### src/rtl/vsync_pkg.sv
package vsync_pkg;

   typedef enum logic [1:0] {
      FR_IDLE  = 2'd0,
      FR_ARMED = 2'd1,
      FR_RUN   = 2'd2
   } fr_state_t;

   function automatic int unsigned clamp_log2(input int unsigned v,
                                              input int unsigned lo,
                                              input int unsigned hi);
      if (v < lo) return lo;
      if (v > hi) return hi;
      return v;
   endfunction

endpackage

### src/rtl/vsync_tick_detect.sv
module vsync_tick_detect #(
   parameter bit TICK_EDGE = 1'b1
) (
   input  logic clk,
   input  logic rst_n,
   input  logic tick_i,
   output logic evt_o
);

   generate
      if (TICK_EDGE) begin : g_edge
         logic tick_q;
         always_ff @(posedge clk) begin
            if (!rst_n) tick_q <= 1'b0;
            else        tick_q <= tick_i;
         end
         assign evt_o = tick_i & ~tick_q;
      end else begin : g_level
         logic unused_ok;
         assign unused_ok = clk ^ rst_n;
         assign evt_o     = tick_i;
      end
   endgenerate

endmodule

### src/rtl/vsync_len_cfg.sv
module vsync_len_cfg
   import vsync_pkg::*;
#(
   parameter int MIN_LOG2 = 1,
   parameter int MAX_LOG2 = 8,
   parameter int LW       = 4,
   parameter int CW       = 8
) (
   input  logic          clk,
   input  logic          rst_n,
   input  logic          load_i,
   input  logic [LW-1:0] len_log2_i,
   output logic [CW-1:0] half_next_o,
   output logic [CW-1:0] last_idx_o
);

   logic [LW-1:0] len_c;
   logic [LW-1:0] len_q;

   always_comb begin
      len_c       = LW'(clamp_log2(int'(len_log2_i), MIN_LOG2, MAX_LOG2));
      half_next_o = CW'(32'd1 << (int'(len_c) - 1));
      last_idx_o  = CW'((32'd1 << int'(len_q)) - 32'd1);
   end

   always_ff @(posedge clk) begin
      if (!rst_n)      len_q <= LW'(MIN_LOG2);
      else if (load_i) len_q <= len_c;
   end

endmodule

### src/rtl/vsync_frame_cnt.sv
module vsync_frame_cnt #(
   parameter int CW = 8
) (
   input  logic          clk,
   input  logic          rst_n,
   input  logic          load_i,
   input  logic [CW-1:0] load_val_i,
   input  logic          adv_i,
   input  logic [CW-1:0] last_idx_i,
   output logic [CW-1:0] cnt_o,
   output logic          wrap_o,
   output logic          first_o
);

   logic [CW-1:0] cnt_q;

   assign wrap_o  = adv_i && (cnt_q == last_idx_i);
   assign first_o = (cnt_q == '0);
   assign cnt_o   = cnt_q;

   always_ff @(posedge clk) begin
      if (!rst_n)      cnt_q <= '0;
      else if (load_i) cnt_q <= load_val_i;
      else if (adv_i)  cnt_q <= wrap_o ? '0 : cnt_q + 1'b1;
   end

endmodule

### src/rtl/vsync_ctrl.sv
module vsync_ctrl
   import vsync_pkg::*;
(
   input  logic clk,
   input  logic rst_n,
   input  logic arm_i,
   input  logic stop_i,
   input  logic tick_evt_i,
   input  logic half_ofs_i,
   input  logic wrap_i,
   output logic start_o,
   output logic run_o,
   output logic lead_o
);

   fr_state_t st_q, st_d;
   logic      stop_pend_q;
   logic      lead_q;

   always_comb begin
      st_d    = st_q;
      start_o = 1'b0;
      unique case (st_q)
         FR_IDLE:  if (arm_i && !stop_i) st_d = FR_ARMED;
         FR_ARMED: begin
            if (stop_i)          st_d = FR_IDLE;
            else if (tick_evt_i) begin
               st_d    = FR_RUN;
               start_o = 1'b1;
            end
         end
         FR_RUN:   if (wrap_i && (stop_i || stop_pend_q)) st_d = FR_IDLE;
         default:  st_d = FR_IDLE;
      endcase
   end

   always_ff @(posedge clk) begin
      if (!rst_n) begin
         st_q        <= FR_IDLE;
         stop_pend_q <= 1'b0;
         lead_q      <= 1'b0;
      end else begin
         st_q        <= st_d;
         stop_pend_q <= (st_q == FR_RUN && st_d == FR_RUN) ? (stop_pend_q | stop_i) : 1'b0;
         if (start_o)     lead_q <= half_ofs_i;
         else if (wrap_i) lead_q <= 1'b0;
      end
   end

   assign run_o  = (st_q == FR_RUN);
   assign lead_o = lead_q & run_o;

endmodule

### src/rtl/vector_sync.sv
module vector_sync
   import vsync_pkg::*;
#(
   parameter int   MIN_LOG2  = 1,
   parameter int   MAX_LOG2  = 8,
   parameter bit   TICK_EDGE = 1'b1,
   localparam int  CW        = MAX_LOG2,
   localparam int  LW        = $clog2(MAX_LOG2 + 1)
) (
   input  logic          clk,
   input  logic          rst_n,
   input  logic          smp_vld_i,
   input  logic          tick_i,
   input  logic          arm_i,
   input  logic          stop_i,
   input  logic          half_ofs_i,
   input  logic [LW-1:0] len_log2_i,
   output logic          vec_start_o,
   output logic          active_o,
   output logic          lead_o,
   output logic [CW-1:0] pos_o
);

   generate
      if (MIN_LOG2 < 1) begin : g_bad_min
         $error("vector_sync: MIN_LOG2 must be at least 1");
      end
      if (MAX_LOG2 < MIN_LOG2) begin : g_bad_range
         $error("vector_sync: MAX_LOG2 below MIN_LOG2");
      end
      if (MAX_LOG2 > 16) begin : g_bad_max
         $error("vector_sync: MAX_LOG2 above 16");
      end
   endgenerate

   logic          tick_evt;
   logic          start;
   logic          run;
   logic          wrap;
   logic          first;
   logic [CW-1:0] half_next;
   logic [CW-1:0] last_idx;
   logic [CW-1:0] cnt;
   logic [CW-1:0] load_val;
   logic          adv;

   vsync_tick_detect #(.TICK_EDGE(TICK_EDGE)) u_tick (
      .clk    (clk),
      .rst_n  (rst_n),
      .tick_i (tick_i),
      .evt_o  (tick_evt)
   );

   vsync_len_cfg #(
      .MIN_LOG2 (MIN_LOG2),
      .MAX_LOG2 (MAX_LOG2),
      .LW       (LW),
      .CW       (CW)
   ) u_len (
      .clk         (clk),
      .rst_n       (rst_n),
      .load_i      (start),
      .len_log2_i  (len_log2_i),
      .half_next_o (half_next),
      .last_idx_o  (last_idx)
   );

   assign load_val = half_ofs_i ? half_next : '0;
   assign adv      = run & smp_vld_i;

   vsync_frame_cnt #(.CW(CW)) u_cnt (
      .clk        (clk),
      .rst_n      (rst_n),
      .load_i     (start),
      .load_val_i (load_val),
      .adv_i      (adv),
      .last_idx_i (last_idx),
      .cnt_o      (cnt),
      .wrap_o     (wrap),
      .first_o    (first)
   );

   vsync_ctrl u_ctrl (
      .clk        (clk),
      .rst_n      (rst_n),
      .arm_i      (arm_i),
      .stop_i     (stop_i),
      .tick_evt_i (tick_evt),
      .half_ofs_i (half_ofs_i),
      .wrap_i     (wrap),
      .start_o    (start),
      .run_o      (run),
      .lead_o     (lead_o)
   );

   assign vec_start_o = adv & first;
   assign active_o    = run;
   assign pos_o       = cnt;

endmodule

### config.mk
export PLATFORM = sky130hd
export DESIGN_NAME = vector_sync
export DESIGN_NICKNAME = d
export VERILOG_FILES = /design/src/rtl/vsync_pkg.sv /design/src/rtl/vsync_tick_detect.sv /design/src/rtl/vsync_len_cfg.sv /design/src/rtl/vsync_frame_cnt.sv /design/src/rtl/vsync_ctrl.sv /design/src/rtl/vector_sync.sv
export SDC_FILE = /design/constraint.sdc
export NUM_CORES = 1
export LEC_CHECK = 0
export ABC_CLOCK_PERIOD_IN_PS = 3100
export CAP_MARGIN = 20
export CELL_PAD_IN_SITES_DETAIL_PLACEMENT = 1
export CELL_PAD_IN_SITES_GLOBAL_PLACEMENT = 2
export CORE_AREA = 10 10 77 79
export CTS_CLUSTER_DIAMETER = 120
export DETAILED_ROUTE_END_ITERATION = 8
export DIE_AREA = 0 0 87 89
export GPL_ROUTABILITY_DRIVEN = 0
export PLACE_DENSITY = 0.79
export SYNTH_ARGS = -nofsm -noshare
export SYNTH_HDL_FRONTEND = slang
export SYNTH_SLANG_ARGS = --single-unit
### constraint.sdc
create_clock -name clk -period 3.1 [get_ports clk]
set_input_delay 0.465 -clock clk [delete_from_list [all_inputs] [get_ports clk]]
set_output_delay 0.465 -clock clk [all_outputs]
set_load 0.05 [all_outputs]
; ---- Yosys cells after proc, flatten, opt, wreduce, memory -nomap -nowiden
; Index checks and enable logic that the tools add are counted.
[classes]
reduce_logical = 11
bitwise = 6
n_eq_ne = 4
mux = 21
shifts = 2
n_lt_le_gt_ge = 2
add_sub_neg = 3
[op_table]
columns = cell, count
row1 = 8-bit 2-to-1 mux, 4
row2 = 1-bit by 32-bit << shifter with 8-bit output (first input constant), 1
row3 = 4-bit 2-to-1 mux, 3
row4 = 1-bit 2-to-1 mux, 9
row5 = 8-bit by 1-bit adder with 8-bit output (second input constant), 1
row6 = 8-bit == test, 1
row7 = 8-bit zero test, 1
row8 = 2-bit 2-to-1 mux, 4
row9 = 1-bit by 4-bit << shifter with 8-bit output (first input constant), 1
row10 = 8-bit by 1-bit subtractor with 8-bit output (second input constant), 1
row11 = 2-bit one-hot mux with 3 select lines, 1
row12 = 4-bit by 1-bit subtractor with 5-bit output (second input constant), 1
row13 = 1-bit AND, 4
row14 = 2-bit == test (second input constant), 2
row15 = 4-bit greater-than comparator (second input constant), 1
row16 = 1-bit logical AND, 4
row17 = 4-bit by 1-bit less-than comparator with 1-bit output (second input constant), 1
row18 = 2-bit nonzero test, 2
row19 = 2-bit by 1-bit == test with 1-bit output (second input constant), 1
row20 = 2-bit zero test, 1
row21 = 2-bit AND reduction, 1
row22 = 1-bit zero test, 1
row23 = 1-bit logical OR, 1
row24 = 1-bit NOT, 1
row25 = 1-bit bitwise OR, 1
[word_totals]
elab_cells = 55
reg_bits = 17
out_inout_bits = 11
input_bits = 11

; ---- Logic depth before layout (Yosys ltp)
; Gate-level depths: netlist (run 1).
[depth]
ltp_word = 10
ltp_mapped = 12
ltp_nobuf = 9

; ---- Modules after synthesis
; From an unflattened synthesis (run 1), not the netlist that was laid out.
[unflattened]
hier_cells = 161
area_unflattened_um2 = 1361.3
[by_module_without_submodules]
columns = module, seq_area_each_um2, instances, area_per_inst_um2, cells_per_inst
row1 = vsync_frame_cnt, 160.2, 1, 633.1, 72
row2 = vsync_len_cfg, 80.1, 1, 415.4, 57
row3 = vsync_ctrl, 80.1, 1, 210.2, 19
row4 = vector_sync, 0.0, 1, 62.6, 10
row5 = vsync_tick_detect, 20.0, 1, 40.0, 3

; ---- Worst setup path after synthesis (run 1)
; No wires, ideal clock.
[synth_path]
path_type = register -> output
from = register u_cnt.cnt_q[2] (netlist: u_cnt.cnt_o[2])
to = output port vec_start_o
path_stages_with_launch = 5
slack_ns = -0.087
arrival_time_ns = 2.722
path_buffers = 1
t_required_ns = 2.635
path_cell_list = dfxtp_1 > clkbuf_1 > nor4_1 > nand3_1 > nor4b_1
[synth_between]
elab_chain_len = 2
[synth_lines]
columns = element, line
row1 = "start, declared", vsync_frame_cnt.sv:15  ; logic [CW-1:0] cnt_q;
row2 = "start signal, assigned", vsync_frame_cnt.sv:23  ; else if (load_i) cnt_q <= load_val_i;
row3 = "start signal, assigned", vsync_frame_cnt.sv:24  ; else if (adv_i) cnt_q <= wrap_o ? '0 : cnt_q + 1'b1;
row4 = 8-bit zero test, vsync_frame_cnt.sv:18  ; assign first_o = (cnt_q == '0);
row5 = 1-bit AND, vector_sync.sv:96  ; assign vec_start_o = adv & first;
row6 = "end, declared", vector_sync.sv:18  ; output logic vec_start_o,
; No other way between the ends.

; ---- Worst setup path in the final report (run 1)
[layout_path]
from = register u_len.len_q[2]
to = register u_cnt.cnt_q[0] (netlist: u_cnt.cnt_o[0])
[layout_between]
elab_chain_len = 7
[layout_lines]
columns = element, line
row1 = "start, declared", vsync_len_cfg.sv:18  ; logic [LW-1:0] len_q;
row2 = "start signal, assigned", vsync_len_cfg.sv:27  ; if (!rst_n) len_q <= LW'(MIN_LOG2);
row3 = "start signal, assigned", vsync_len_cfg.sv:28  ; else if (load_i) len_q <= len_c;
row4 = 1-bit by 4-bit << shifter with 8-bit output, vsync_len_cfg.sv:23  ; last_idx_o = CW'((32'd1 << int'(len_q)) - 32'd1);
row5 = 8-bit by 1-bit subtractor with 8-bit output, vsync_len_cfg.sv:23
row6 = 8-bit == test, vsync_frame_cnt.sv:17  ; assign wrap_o = adv_i && (cnt_q == last_idx_i);
row7 = 1-bit logical AND, vsync_frame_cnt.sv:17
row8 = 8-bit 2-to-1 mux (2 in a row), vsync_frame_cnt.sv:24
row9 = 8-bit 2-to-1 mux, vsync_frame_cnt.sv:23
; No other way between the ends. The select of a mux whose other input is x is not followed.
; A chain may end at the register's enable or synchronous reset.

==> results_dict.tcl, run 1 <==
set metrics [dict create \
    placed_area_um2 1530 \
    port_buffers 21 \
    fp.dieH_um 89 \
    run_status "finished, final reports clean" \
    cts_sinks 17 \
    fmax_mhz 363 \
    vias_per_cell 5.61 \
    routed_wirelength_um 3990 \
    slew_viol_final 0 \
    grtUsageTotal_pct 10.4 \
    switching_share_pct 29.1 \
    post-cts-setup-buffer-count 0 \
    crit_slowest_cell "a2111o_1" \
    ys_seq_area_share_pct 25.6 \
    tightest_slew_ns 0.664 \
    diodes 0 \
    first_pass_iters 4 \
    cts_made_buffers 3 \
    cts_resized 0 \
    skew_ns 0.00489 \
    clk_pin_slew_worst_paths_ns 0.07 \
    post_drt_wl_per_cell_um 17.2 \
    htree_levels 1 \
    p_int_mw 0.363 \
    core_um2 4540 \
    cpLargestDelayFamily "compound AO/OA/AOI/OAI gates" \
    fin_crit_sh_pct 88.9 \
    post-place-ws_ns 0.392 \
    ctsHoldBuffers 0 \
    cp_num_buf_inv 0 \
    yosys_warnings 0 \
    setup_viol 0 \
    stdcell_count 232 \
    ios 22 \
    hold_path_class "flop to flop" \
    synth.top_cell.area_share_pct 25.6 \
    path_class "flop to flop" \
    critical_path_required_ns 3.24 \
    cts_tree "done" \
    yosys-top-cells-count "dfxtp_1 (17), nand2_1 (15), a21boi_0 (13)" \
    r2r_cells 9 \
    worstHoldPathCells 1 \
    setup_ws_ns 0.344 \
    die_x_um 87 \
    grt_max_degree 18 \
    root_buffer "clkbuf_8" \
    finalHoldViolCount 0 \
    grt_pass1_wl_um 6480 \
    synth_area_leaders "dfxtp_1 (26%), a21boi_0 (7.4%), ha_1 (6.6%)" \
    final_antenna_net_count 0 \
    fin_tns_setup_ns 0 \
    area.growth.synth_to_final_pct 18.3 \
    slowest_delay_ns 0.54 \
    fill_cells 551 \
    grt_pass1_vias 1288 \
    async_flop_share_pct 0 \
    r2r-start "u_len.len_q[2]" \
    clk_latency_ns 0.26 \
    rows 25 \
    rsz0062_at_grt "no" \
    crit_chain "nor2_1 -> nand2_1 -> ha_1 -> or4_4 -> a21oi_2 -> a31oi_1 -> a2111o_1 -> a32oi_1 -> a21oi_1" \
    vias 1301 \
    avgSynthCellArea_um2 8.09 \
    r2r_slack_ns 0.34 \
    slew_headroom_pct 55.7 \
    worstPathArrival_ns 2.90 \
    dieArea_um2 7740 \
    nets 197 \
    drv_cap 0 \
    ys_types 48 \
    synthFlopType "dfxtp_1" \
    drc 0 \
    yosys.area.top_type "dfxtp_1" \
    start_util_pct 29.3 \
    fin_area_um2 1570 \
    power.switching_mw 0.149 \
    hpwlAfterDp_um 3090 \
    min_from "u_ctrl.st_q[1]" \
    dpl.cell_count 228 \
    syn_area_um2 1330 \
    clock_path_buffers 2 \
    drive_above_1_share_pct 8.43 \
    crit_fanout 13 \
    p_comb_share_pct 19.7 \
    synth-edff-count 0 \
    drt_iter0_drc 73 \
    grt-ovfl-total 0 \
    hold_end "u_ctrl.st_q[0]" \
    r2r-end "u_cnt.cnt_o[0]" \
    antenna_found_initial 0 \
    pwr_density_cell_nw_per_um2 326 \
    critPathLaunchType "flop" \
    syn_nets 182 \
    seq_power_share_pct 46.8 \
    cp-end-kind "flop" \
    yosysMostFrequentCell "dfxtp_1" \
    pwr-share-clk_pct 33.4 \
    ys_ff_latch 17 \
    syn_inst 164 \
    p_leak_nw 0.564 \
    peakVddDrop_uv 170 \
    period_minus_slack_ns 2.76 \
]
-- per-stage QoR --
stage          hold WS, ns  power [mW]  util, %
2_1_floorplan        0.428       0.307        -
3_3_place_gp         0.450       0.343     33.6
3_5_place_dp         0.472       0.345     33.6
4_1_cts              0.478       0.519     34.6
5_1_grt              0.505       0.542     34.6
6_report             0.477       0.512     34.6
-- layer usage --
metal | global-route usage [%] | part of all wire [%] | vias up | wire length [um]
li1 | - | - | 632 | -
met1 | 12.7 | 44 | 638 | 1770
met2 | 17.3 | 48 | 27 | 1910
met3 | 3.10 | 6.8 | 4 | 271
met4 | 2.95 | 1.0 | 0 | 40
met5 | 0 | 0 | - | 0
-- layout by cell type (no fill, tap or decap), types with 2 or more instances in the layout --
master | Yosys | routed
a211o_1 | 2 | 2
a21boi_0 | 13 | 13
a21oi_1 | 6 | 6
a22oi_1 | 6 | 6
a31oi_1 | 2 | 2
a32oi_1 | 2 | 2
and2_1 | 2 | 2
and3_1 | 4 | 4
buf_4 | 2 | 3
clkbuf_8 | 0 | 3
clkdlybuf4s50_1 | 0 | 20
dfxtp_1 | 17 | 17
ha_1 | 7 | 7
inv_1 | 6 | 6
nand2_1 | 15 | 15
nand2b_1 | 2 | 2
nand3_1 | 5 | 5
nand3b_1 | 2 | 2
nor2_1 | 9 | 9
nor2b_1 | 2 | 2
nor3_1 | 2 | 2
nor4_1 | 7 | 7
nor4b_1 | 3 | 2
nor4b_2 | 1 | 2
o211ai_1 | 3 | 3
o21ai_0 | 9 | 9
o21bai_1 | 3 | 3
xnor2_1 | 3 | 3
-- final cells by class --
class	count	area, um2	area share (%)
Clock buffer	4	45.0	2.87
Multi-Input combinational cell	128	872	55.5
Sequential cell	17	340	21.7
Inverter	6	22.5	1.43
Tap cell	54	67.6	4.30
Timing Repair Buffer	23	223	14.2
-- worst register-to-register path: stages (launching register included) --
cell,delay (ns)
dfxtp_1,0.43
nor2_1,0.24
nand2_1,0.11
ha_1,0.33
or4_4,0.46
a21oi_2,0.14
a31oi_1,0.05
a2111o_1,0.54
a32oi_1,0.25
a21oi_1,0.09
-- sequential cells by signal (all words and copies together), names as in the netlist --
| signal | count |
|---|---|
| u_len.len_q | 4 |
| u_ctrl.stop_pend_q | 1 |
| u_tick.g_edge.tick_q | 1 |
| u_ctrl.lead_q | 1 |
| u_cnt.cnt_o | 8 |
| u_ctrl.st_q | 2 |
-- worst max path at each step --
stage	end	cells after the start	from
final	u_cnt.cnt_o[0]	9	u_len.len_q[2]
after global routing	u_cnt.cnt_o[2]	9	u_len.len_q[2]
after CTS	u_cnt.cnt_o[1]	9	u_len.len_q[2]
after detailed placement	u_cnt.cnt_o[1]	9	u_len.len_q[2]
after global placement	u_cnt.cnt_o[1]	9	u_len.len_q[2]
after floorplan	vec_start_o	4	u_cnt.cnt_o[2]
-- power groups by stage --
stage / clock [mW] / sequential (mW) / combinational (mW)
global placement: 0 / 0.244 / 0.0991
global route: 0.191 / 0.241 / 0.110
floorplan: 0 / 0.252 / 0.0547
CTS: 0.177 / 0.239 / 0.102
finish: 0.171 / 0.240 / 0.101
detailed placement: 0 / 0.244 / 0.101
-- logic make-up after synthesis --
logic type / Yosys count / share of synthesized area [%]
AOI/OAI and AO/OA: 53 / 28.1
xor gates and xnor gates: 4 / 2.64
adders and majority gates: 7 / 6.60
buffers and inverters: 19 / 9.14
DFF: 17 / 25.6
and+or+nand+nor: 64 / 27.9
Power figures use the tool's default switching activity.
==> run 2, diff against run 1 <==
--- a/config.mk
+++ b/config.mk
@@ -5,7 +5,6 @@
 export SDC_FILE = /design/constraint.sdc
 export NUM_CORES = 1
 export LEC_CHECK = 0
-export ABC_CLOCK_PERIOD_IN_PS = 3100
 export CAP_MARGIN = 20
 export CELL_PAD_IN_SITES_DETAIL_PLACEMENT = 1
 export CELL_PAD_IN_SITES_GLOBAL_PLACEMENT = 2
==> results of run 2 <==
No change in the layout: final DEF, timing and power equal those of run 1.
==> run 3, diff against run 2 <==
--- a/config.mk
+++ b/config.mk
@@ -6,14 +6,12 @@
 export NUM_CORES = 1
 export LEC_CHECK = 0
 export CAP_MARGIN = 20
-export CELL_PAD_IN_SITES_DETAIL_PLACEMENT = 1
-export CELL_PAD_IN_SITES_GLOBAL_PLACEMENT = 2
-export CORE_AREA = 10 10 77 79
+export CORE_AREA = 2 2 54 56
 export CTS_CLUSTER_DIAMETER = 120
 export DETAILED_ROUTE_END_ITERATION = 8
-export DIE_AREA = 0 0 87 89
+export DIE_AREA = 0 0 56 58
 export GPL_ROUTABILITY_DRIVEN = 0
-export PLACE_DENSITY = 0.79
+export PLACE_DENSITY = 0.78
 export SYNTH_ARGS = -nofsm -noshare
 export SYNTH_HDL_FRONTEND = slang
 export SYNTH_SLANG_ARGS = --single-unit
==> constraint.sdc (replaced) <==
create_clock -name clk -period 3.1 [get_ports clk]
set_input_delay 0.465 -clock clk [delete_from_list [all_inputs] [get_ports clk]]
set_output_delay 0.465 -clock clk [all_outputs]
set_load 0.005 [all_outputs]
==> results_dict.tcl, run 3 (synthesis results as in run 1) <==
set metrics [dict create \
    fin_tns_setup_ns 0 \
    nets 196 \
    drc 0 \
    worstPathArrival_ns 2.33 \
    first_pass_iters 4 \
    drv_cap 0 \
    vias_per_cell 6.28 \
    htree_levels 1 \
    crit_chain "nor2b_1 -> nand3_1 -> nor4b_1 -> clkdlybuf4s50_1" \
    post-cts-setup-buffer-count 0 \
    final_common_cell "clkdlybuf4s50_1" \
    final_cell_mix "clkdlybuf4s50_1 (21), dfxtp_1 (17), nand2_1 (15)" \
    crit_slowest_cell "clkdlybuf4s50_1" \
    start_util_pct 49.9 \
    port_buffers 21 \
    slew_headroom_pct 61.8 \
    placed_area_um2 1490 \
    worstHoldPathCells 1 \
    rows 19 \
    setup_viol 0 \
    clk_latency_ns 0.30 \
    drive_above_1_share_pct 6.78 \
    grt-ovfl-total 0 \
    cp_num_buf_inv 1 \
    routed_wirelength_um 3300 \
    vias 1307 \
    p_comb_share_pct 18.4 \
    p_int_mw 0.321 \
    drt_iter0_drc 45 \
    fin_crit_sh_pct 90.0 \
    clock_path_buffers 2 \
    clk_pin_slew_worst_paths_ns 0.09 \
    root_buffer "clkbuf_4" \
    cts_sinks 17 \
    crit_fanout 8 \
    dieArea_um2 3250 \
    die_x_um 56 \
    grtUsageTotal_pct 20.9 \
    antenna_found_initial 0 \
    post_drt_wl_per_cell_um 15.9 \
    rsz0062_at_grt "no" \
    critPathLaunchType "flop" \
    grt_pass1_wl_um 5490 \
    fin_area_um2 1510 \
    finalHoldViolCount 0 \
    hpwlAfterDp_um 2380 \
    tightest_slew_ns 0.573 \
    r2r-start "u_len.len_q[2]" \
    r2r_slack_ns 0.37 \
    largest_reg_flops 8 \
    seq_power_share_pct 54.2 \
    path_class "flop to primary output" \
    grt_max_degree 18 \
    slew_viol_final 0 \
    fmax_mhz 358 \
    r2r_cells 9 \
    pwr_density_cell_nw_per_um2 292 \
    slowest_delay_ns 0.59 \
    peakVddDrop_uv 285 \
    core_um2 2660 \
    cts_resized 0 \
    p_leak_nw 0.546 \
    final_antenna_net_count 0 \
    run_status "finished, final reports clean" \
    grt_pass1_vias 1270 \
    cts_made_buffers 3 \
    r2r-end "u_cnt.cnt_o[1]" \
    min_from "u_ctrl.st_q[1]" \
    cpLargestDelayFamily "simple AND/OR/NAND/NOR gates" \
    hold_path_class "flop to flop" \
    ctsHoldBuffers 0 \
    diodes 0 \
    cts_tree "done" \
    ios 22 \
    fp.dieH_um 58 \
    cp-end-kind "primary output" \
    skew_ns 0.000950 \
    switching_share_pct 27.3 \
    hold_end "u_ctrl.st_q[0]" \
    area.growth.synth_to_final_pct 13.9 \
    period_minus_slack_ns 2.79 \
    critical_path_required_ns 2.63 \
    pwr-share-clk_pct 27.4 \
    power.switching_mw 0.121 \
]
==> run 3: cell count changes in the layout (fill, tap and decap cells not counted) <==
cell             change
clkbuf_8             -3
clkdlybuf4s50_1      +1
nor4b_2              -1
clkbuf_4             +3
buf_4                -2
nor4b_1              +1
==> run 3: power by group through the flow <==
stage / clock, mW / sequential, mW / combinational (mW)
6_report: 0.121 / 0.240 / 0.0812
5_1_grt: 0.132 / 0.241 / 0.0886
4_1_cts: 0.123 / 0.239 / 0.0804
3_5_place_dp: 0 / 0.244 / 0.0799
3_3_place_gp: 0 / 0.243 / 0.0780
2_1_floorplan: 0 / 0.236 / 0.0533
==> run 3: metal layers <==
metal | global-route usage (%) | wire length [um] | up-vias
met1 | 26.0 | 1460 | 606
met3 | 1.34 | 156 | 13
met4 | 10.2 | 93 | 0
li1 | - | - | 635
met2 | 37.0 | 1590 | 53
met5 | 0 | 0 | -
==> run 3: layout make-up <==
cell class | instances | area [um2]
Clock buffer | 4 | 26.3
Inverter | 6 | 22.5
Fill cell | 248 | 1150
Timing Repair Buffer | 22 | 218
Sequential cell | 17 | 340
Tap cell | 31 | 38.8
Multi-Input combinational cell | 128 | 866
==> run 3: through the flow <==
step	util (%)	setup slack (ns)	instances	hold WS (ns)	power, mW
after floorplan	-	0.591	164	0.428	0.290
after global placement	55.8	0.538	204	0.457	0.321
after detailed placement	55.8	0.411	204	0.470	0.324
after CTS	56.8	0.379	208	0.483	0.442
after global routing	56.8	0.157	208	0.534	0.461
final	56.8	0.309	208	0.482	0.442
==> run 3: worst max-delay path by stage <==
stage                         from        endpoint  slack (ns)  cells after the start
floorplan           u_len.len_q[1]  u_cnt.cnt_o[0]        0.59                     12
global placement    u_len.len_q[2]  u_cnt.cnt_o[0]        0.54                      9
detailed placement  u_len.len_q[2]  u_cnt.cnt_o[1]        0.41                      9
CTS                 u_ctrl.st_q[1]     vec_start_o        0.38                      4
global route        u_ctrl.st_q[1]     vec_start_o        0.16                      4
finish              u_ctrl.st_q[1]     vec_start_o        0.31                      4
